File: config.mk
export PLATFORM = sky130hd
export DESIGN_NAME = sdrs_read_seq
export DESIGN_NICKNAME = d
export VERILOG_FILES = /design/src/rtl/sdrs_pkg.sv /design/src/rtl/sdrs_bank_slot.sv /design/src/rtl/sdrs_burst_track.sv /design/src/rtl/sdrs_read_seq.sv
export SDC_FILE = /design/constraint.sdc
export NUM_CORES = 1
export LEC_CHECK = 0
export ABC_AREA = 1
export CAP_MARGIN = 20
export CORE_ASPECT_RATIO = 0.7
export CORE_MARGIN = 2
export CORE_UTILIZATION = 45
export CTS_CLUSTER_SIZE = 8
export DETAILED_ROUTE_END_ITERATION = 7
export HOLD_SLACK_MARGIN = 0.03
export PLACE_DENSITY = 0.65
export SKIP_CTS_REPAIR_TIMING = 1
export SYNTH_ARGS = -nofsm -noshare
export SYNTH_HDL_FRONTEND = slang
export SYNTH_SLANG_ARGS = --single-unit
File: constraint.sdc
create_clock -name clk -period 2.3 [get_ports clk]
set_input_delay 0.23 -clock clk [delete_from_list [all_inputs] [get_ports clk]]
set_output_delay 0.23 -clock clk [all_outputs]
set_load 0.02 [all_outputs]
File: src/rtl/sdrs_pkg.sv
package sdrs_pkg;

  // Bit order {cs_n, ras_n, cas_n, we_n}
  typedef enum logic [3:0] {
    CMD_ACT = 4'b0011,
    CMD_RD  = 4'b0101,
    CMD_PRE = 4'b0010,
    CMD_NOP = 4'b0111
  } sdrs_cmd_e;

  function automatic int sdrs_max(int a, int b);
    return (a > b) ? a : b;
  endfunction

  // Down-counter step: reload on event, otherwise count toward zero
  function automatic int tick_down(int cur, logic load, int load_val);
    if (load) return load_val;
    return (cur != 0) ? cur - 1 : 0;
  endfunction

  // Choice of the next command for the pending request
  function automatic sdrs_cmd_e pick_cmd(logic busy, logic bank_open, logic row_hit,
                                         logic rp_busy, logic rcd_busy);
    if (!busy)                          return CMD_NOP;
    if (bank_open && row_hit)           return rcd_busy ? CMD_NOP : CMD_RD;
    if (bank_open)                      return CMD_PRE;
    if (!rp_busy)                       return CMD_ACT;
    return CMD_NOP;
  endfunction

endpackage

File: src/rtl/sdrs_bank_slot.sv
module sdrs_bank_slot
  import sdrs_pkg::*;
#(
  parameter int ROW_W = 12,
  parameter int T_RP  = 3,
  parameter int T_RCD = 3
) (
  input  logic             clk,
  input  logic             rst_n,
  input  logic             do_pre,
  input  logic             do_act,
  input  logic [ROW_W-1:0] act_row,
  output logic             is_open,
  output logic [ROW_W-1:0] open_row,
  output logic             rp_busy,
  output logic             rcd_busy
);
  localparam int CW = $clog2(sdrs_max(T_RP, T_RCD) + 1);

  logic [CW-1:0] rp_cnt;
  logic [CW-1:0] rcd_cnt;

  always_ff @(posedge clk) begin
    if (!rst_n) begin
      is_open  <= 1'b0;
      open_row <= '0;
      rp_cnt   <= '0;
      rcd_cnt  <= '0;
    end else begin
      if (do_act) begin
        is_open  <= 1'b1;
        open_row <= act_row;
      end else if (do_pre) begin
        is_open  <= 1'b0;
      end
      rp_cnt  <= CW'(tick_down(int'(rp_cnt),  do_pre, T_RP - 1));
      rcd_cnt <= CW'(tick_down(int'(rcd_cnt), do_act, T_RCD - 1));
    end
  end

  assign rp_busy  = (rp_cnt != '0);
  assign rcd_busy = (rcd_cnt != '0);

  AST_ACT_BANK_CLOSED: assert property (@(posedge clk) disable iff (!rst_n) do_act |-> (!is_open && !rp_busy));
  AST_PRE_BANK_OPEN:   assert property (@(posedge clk) disable iff (!rst_n) do_pre |-> is_open);
  AST_ACT_OPENS_ROW:   assert property (@(posedge clk) disable iff (!rst_n) do_act |=> (is_open && open_row == $past(act_row)));

endmodule

File: src/rtl/sdrs_burst_track.sv
module sdrs_burst_track
  import sdrs_pkg::*;
#(
  parameter int BANK_W = 2,
  parameter int SPAN   = 4
) (
  input  logic              clk,
  input  logic              rst_n,
  input  logic              do_rd,
  input  logic              do_pre,
  input  logic [BANK_W-1:0] cmd_bank_i,
  output logic              in_flight,
  output logic [BANK_W-1:0] flight_bank
);
  localparam int SW = $clog2(SPAN + 1);

  logic [SW-1:0] left;
  logic          pre_kills;

  assign pre_kills = do_pre && (cmd_bank_i == flight_bank);

  always_ff @(posedge clk) begin
    if (!rst_n) begin
      left        <= '0;
      flight_bank <= '0;
    end else begin
      if (do_rd) begin
        flight_bank <= cmd_bank_i;
      end
      if (pre_kills && !do_rd) left <= '0;
      else                     left <= SW'(tick_down(int'(left), do_rd, SPAN - 1));
    end
  end

  assign in_flight = (left != '0);

  AST_PRE_ENDS_BURST: assert property (@(posedge clk) disable iff (!rst_n) (pre_kills && in_flight) |=> !in_flight);
  AST_RD_STARTS_BURST: assert property (@(posedge clk) disable iff (!rst_n) do_rd |=> (in_flight && flight_bank == $past(cmd_bank_i)));

endmodule

File: src/rtl/sdrs_read_seq.sv
module sdrs_read_seq
  import sdrs_pkg::*;
#(
  parameter int NUM_BANKS = 4,
  parameter int ROW_W     = 12,
  parameter int COL_W     = 9,
  parameter int T_RP      = 3,
  parameter int T_RCD     = 3,
  parameter int CAS_LAT   = 2,
  parameter int BURST_LEN = 4,
  localparam int BANK_W   = $clog2(NUM_BANKS),
  localparam int ADDR_W   = (ROW_W > COL_W) ? ROW_W : COL_W
) (
  input  logic              clk,
  input  logic              rst_n,
  input  logic              req_valid,
  output logic              req_ready,
  input  logic [BANK_W-1:0] req_bank,
  input  logic [ROW_W-1:0]  req_row,
  input  logic [COL_W-1:0]  req_col,
  output logic              cmd_cs_n,
  output logic              cmd_ras_n,
  output logic              cmd_cas_n,
  output logic              cmd_we_n,
  output logic [BANK_W-1:0] cmd_bank,
  output logic [ADDR_W-1:0] cmd_addr,
  output logic              cmd_cut
);
  localparam int SPAN = CAS_LAT + BURST_LEN / 2;

  logic              busy;
  logic [BANK_W-1:0] cur_bank;
  logic [ROW_W-1:0]  cur_row;
  logic [COL_W-1:0]  cur_col;

  logic             slot_open [NUM_BANKS];
  logic [ROW_W-1:0] slot_row  [NUM_BANKS];
  logic             slot_rp   [NUM_BANKS];
  logic             slot_rcd  [NUM_BANKS];

  sdrs_cmd_e   cmd;
  logic        do_rd, do_pre, do_act, accept;
  logic        in_flight;
  logic [BANK_W-1:0] flight_bank;

  assign req_ready = !busy;
  assign accept    = req_valid && req_ready;

  always_ff @(posedge clk) begin
    if (!rst_n) begin
      busy     <= 1'b0;
      cur_bank <= '0;
      cur_row  <= '0;
      cur_col  <= '0;
    end else if (accept) begin
      busy     <= 1'b1;
      cur_bank <= req_bank;
      cur_row  <= req_row;
      cur_col  <= req_col;
    end else if (do_rd) begin
      busy     <= 1'b0;
    end
  end

  assign cmd = pick_cmd(busy, slot_open[cur_bank], slot_row[cur_bank] == cur_row,
                        slot_rp[cur_bank], slot_rcd[cur_bank]);
  assign do_rd  = (cmd == CMD_RD);
  assign do_pre = (cmd == CMD_PRE);
  assign do_act = (cmd == CMD_ACT);

  for (genvar b = 0; b < NUM_BANKS; b++) begin : g_bank
    sdrs_bank_slot #(.ROW_W(ROW_W), .T_RP(T_RP), .T_RCD(T_RCD)) u_slot (
      .clk      (clk),
      .rst_n    (rst_n),
      .do_pre   (do_pre && (cur_bank == BANK_W'(b))),
      .do_act   (do_act && (cur_bank == BANK_W'(b))),
      .act_row  (cur_row),
      .is_open  (slot_open[b]),
      .open_row (slot_row[b]),
      .rp_busy  (slot_rp[b]),
      .rcd_busy (slot_rcd[b])
    );
  end

  sdrs_burst_track #(.BANK_W(BANK_W), .SPAN(SPAN)) u_burst (
    .clk         (clk),
    .rst_n       (rst_n),
    .do_rd       (do_rd),
    .do_pre      (do_pre),
    .cmd_bank_i  (cur_bank),
    .in_flight   (in_flight),
    .flight_bank (flight_bank)
  );

  assign {cmd_cs_n, cmd_ras_n, cmd_cas_n, cmd_we_n} = cmd;
  assign cmd_bank = (cmd == CMD_NOP) ? '0 : cur_bank;
  assign cmd_cut  = in_flight && (do_rd || (do_pre && flight_bank == cur_bank));

  always_comb begin
    unique case (cmd)
      CMD_ACT: cmd_addr = ADDR_W'(cur_row);
      CMD_RD:  cmd_addr = ADDR_W'(cur_col);
      default: cmd_addr = '0;
    endcase
  end

  AST_ONE_CMD:        assert property (@(posedge clk) disable iff (!rst_n) $onehot0({do_rd, do_pre, do_act}));
  AST_READY_DROPS:    assert property (@(posedge clk) disable iff (!rst_n) accept |=> !req_ready);
  AST_READY_RETURNS:  assert property (@(posedge clk) disable iff (!rst_n) do_rd |=> req_ready);
  AST_CUT_WITH_CMD:   assert property (@(posedge clk) disable iff (!rst_n) cmd_cut |-> (do_rd || do_pre));
  AST_REQ_HELD:       assert property (@(posedge clk) disable iff (!rst_n) (busy && !do_rd) |=> $stable(cur_bank) && $stable(cur_row));

endmodule

==> impl_metrics.env <==
export IMPL_outcome="finished with violations"
export IMPL_failed_checks="negative setup slack"
export IMPL_synth_compound_area_share_pct=14.5
export IMPL_dieHeight_um=89.2
export IMPL_synthAdderAreaFrac_pct=0.268
export IMPL_synth_top_family_by_area="simple AND/OR/NAND/NOR gates"
export IMPL_fp_row_count=31
export IMPL_fmax_mhz=366
export IMPL_dpl_hpwl_um=8860
export IMPL_gr_total_overflow=0
export IMPL_antenna_found_initial=0
export IMPL_whs_ns=0.380
export IMPL_synth_xor_xnor_area_share_pct=0.188
export IMPL_fillers=916
export IMPL_critical_path_arrival_ns=2.50
export IMPL_first_global_vias=3973
export IMPL_drv_cap=0
export IMPL_final_util_pct=60.5
export IMPL_synth_fp_nets=726
export IMPL_synth_most_common_cell="nand2_1"
export IMPL_drive_gt1_share_pct=19.5
export IMPL_synth_async_reset_ratio_pct=0
export IMPL_finalSetupViolCount=75
export IMPL_clk_latency_ns=0.35
export IMPL_tritoncts="done"
export IMPL_syn_to_final_growth_pct=32.2
export IMPL_required_ns=2.07
export IMPL_antenna_left=0
export IMPL_grt_max_degree=48
export IMPL_synthTopCellsByCount="213 x nand2_1, 97 x dfxtp_1, 90 x a21oi_1, 74 x nor2_1, 69 x nand3_1"
export IMPL_totalWireLength_um=13200
export IMPL_synth_edff_count=0
export IMPL_core_area_sq_mm=0.0102
export IMPL_dpl_cell_count=890
export IMPL_dieArea_sq_mm=0.0112
export IMPL_p_per_area_mw_per_mm2=717
export IMPL_vias=4757
export IMPL_slew_viol_final=0
export IMPL_yosys_warnings=0
export IMPL_cts_buffer_depth=2
export IMPL_synth_area_leaders="dfxtp_1 42%, nand2_1 17%, a21oi_1 9.7%"
export IMPL_drt_iter0_drc=365
export IMPL_cellLeakagePower_uw=0.00270
export IMPL_critPathLaunchType="flip-flop"
export IMPL_slew_limit_headroom_pct=65.1
export IMPL_portBuffers=44
export IMPL_power_total_uw=4420
export IMPL_syn_inst=699
export IMPL_synthSimpleGateAreaFrac_pct=33.7
export IMPL_finalNonFillerCells=913
export IMPL_rsz0062_at_grt="yes"
export IMPL_cp_max_fo=10
export IMPL_ys_types=32
export IMPL_wire_per_inst_um=14.4
export IMPL_place_congestion=0.880
export IMPL_hold_viol=0
export IMPL_worst_pin_slew_ns=0.523
export IMPL_ir_worst_vdd_v=0.000383
export IMPL_ys_dominant_reg_cell="dfxtp_1"
export IMPL_yosysTopAreaCellShare_pct=41.6
export IMPL_cts_buffers=9
export IMPL_drcViolationCount=0
export IMPL_yosysSeqAreaShare_pct=41.6
export IMPL_io_pins=46
export IMPL_initial_core_util_pct=45.7
export IMPL_clkSinkCount=97
export IMPL_fin_nets=803
export IMPL_critPathKind="reg2out"
export IMPL_min_path_type="in2reg"
export IMPL_synth_seq_cells=97
export IMPL_cp_end_kind="output pin"
export IMPL_worst_clock_skew_ns=0.0105
export IMPL_clk_pin_slew_worst_paths_ns=0.07
export IMPL_antennaDiodeCount=0
export IMPL_min_period_over_period_pct=119
export IMPL_cts_root_buf="clkbuf_16"
export IMPL_synthMuxAreaShare_pct=0
export IMPL_synth_area_leader_cell="dfxtp_1"
export IMPL_synth_area_sq_mm=0.00466
export IMPL_synth_avg_cell_area_sq_um=6.67
export IMPL_fin_setup_tns_ns=-19.49
export IMPL_die_w_um=126
export IMPL_cts_htree_levels=3
export IMPL_layout_setup_ws_ns=-0.429
export IMPL_grt_pass1_wl_um=19800
export IMPL_drtPass1Iterations=5
export IMPL_via_per_inst=5.21
export IMPL_grtUsageTotal_pct=22.4
export IMPL_min_period_ns=2.73
## metrics by stage
step	cell area (sq um)	setup slack, ns
after global routing	6170	-0.548
after global placement	5580	-0.463
after CTS	5860	-0.906
after floorplan	4790	-0.0299
after detailed placement	5580	-0.505
final	6170	-0.429
## path summary, 6_finish.rpt
check / startpoint / to / slack (ns) / depth (start not counted)
max: cur_bank[0] / cmd_addr[4] / -0.43 / 14
min: rst_n / g_bank[3].u_slot.rcd_cnt[1] / 0.38 / 3
max reg2reg: cur_bank[0] / g_bank[2].u_slot.open_row[5] / -0.37 / 15
min reg2reg: g_bank[0].u_slot.rcd_cnt[1] / g_bank[0].u_slot.rcd_cnt[1] / 0.47 / 2
## state kept, by name, summed over array words and instances (netlist names)
name,flops
busy,1
cur_bank,2
cur_col,9
g_bank.u_slot.rcd_cnt,8
cur_row,12
u_burst.left,3
g_bank.u_slot.is_open,4
g_bank.u_slot.rp_cnt,8
u_burst.flight_bank,2
g_bank.u_slot.open_row,48
## cells in the final DEF (no fill, tap or decap), types with 2 or more instances in the layout
master           instances
a21oi_1                 89
a21oi_2                  3
buf_12                   3
buf_4                   51
buf_6                   20
buf_8                    5
clkbuf_16               11
clkdlybuf4s50_1         25
clkinv_1                 3
clkinv_4                 2
clkinvlp_4               2
dfxtp_1                 95
dlymetal6s2s_1           3
inv_1                   36
inv_2                    4
inv_4                    2
inv_6                    3
nand2_1                200
nand2_2                 16
nand3_1                 66
nand3_2                  2
nand4_1                  5
nor2_1                  67
nor2_2                   6
nor2_4                   5
nor3_1                   6
o21ai_0                 25
o22ai_4                  9
## power breakdown
group	switching (uW)	internal, uW	leakage, uW
Combinational	647	460	0.00177
Sequential	67.3	1790	0.000791
Clock	703	753	0.000135
## cell type report
class / instances / area (sq um) / area share [%]
clock buffer: 9 / 225 / 3.65
clock inverter: 7 / 61.3 / 0.994
inverter: 46 / 183 / 2.96
multi-input combinational: 512 / 2500 / 40.5
sequential: 97 / 1950 / 31.6
tap: 132 / 165 / 2.68
timing repair buffer: 110 / 1090 / 17.6
## cells by family after synthesis
group | count (synthesis)
AO/OA/AOI/OAI | 130
XOR/XNOR | 1
adder cells (fa/ha/maj) | 1
buffers and inverters | 90
flip-flops | 97
other | 1
AND/OR/NAND/NOR | 379
## worst max-delay path, stage by stage, from the launching register on
cell and delay [ns]:
dfxtp_4 0.38, buf_8 0.15, nand2_2 0.10, nor3_1 0.06
a21oi_1 0.20, o311ai_2 0.18, buf_4 0.17, buf_4 0.13
nand2_1 0.09, nand2_2 0.08, nor2_4 0.14, inv_4 0.07
buf_6 0.12, o22ai_4 0.13, buf_6 0.14
## routing by layer
layer | up-vias | global-route usage [%] | routed length, um
met5 | - | 0 | 0
met4 | 0 | 5.96 | 155
met3 | 19 | 4.73 | 756
met2 | 140 | 35.1 | 5810
met1 | 2186 | 31.8 | 6440
li1 | 2412 | - | -
Note: power is estimated with default switching activity, not from simulation.
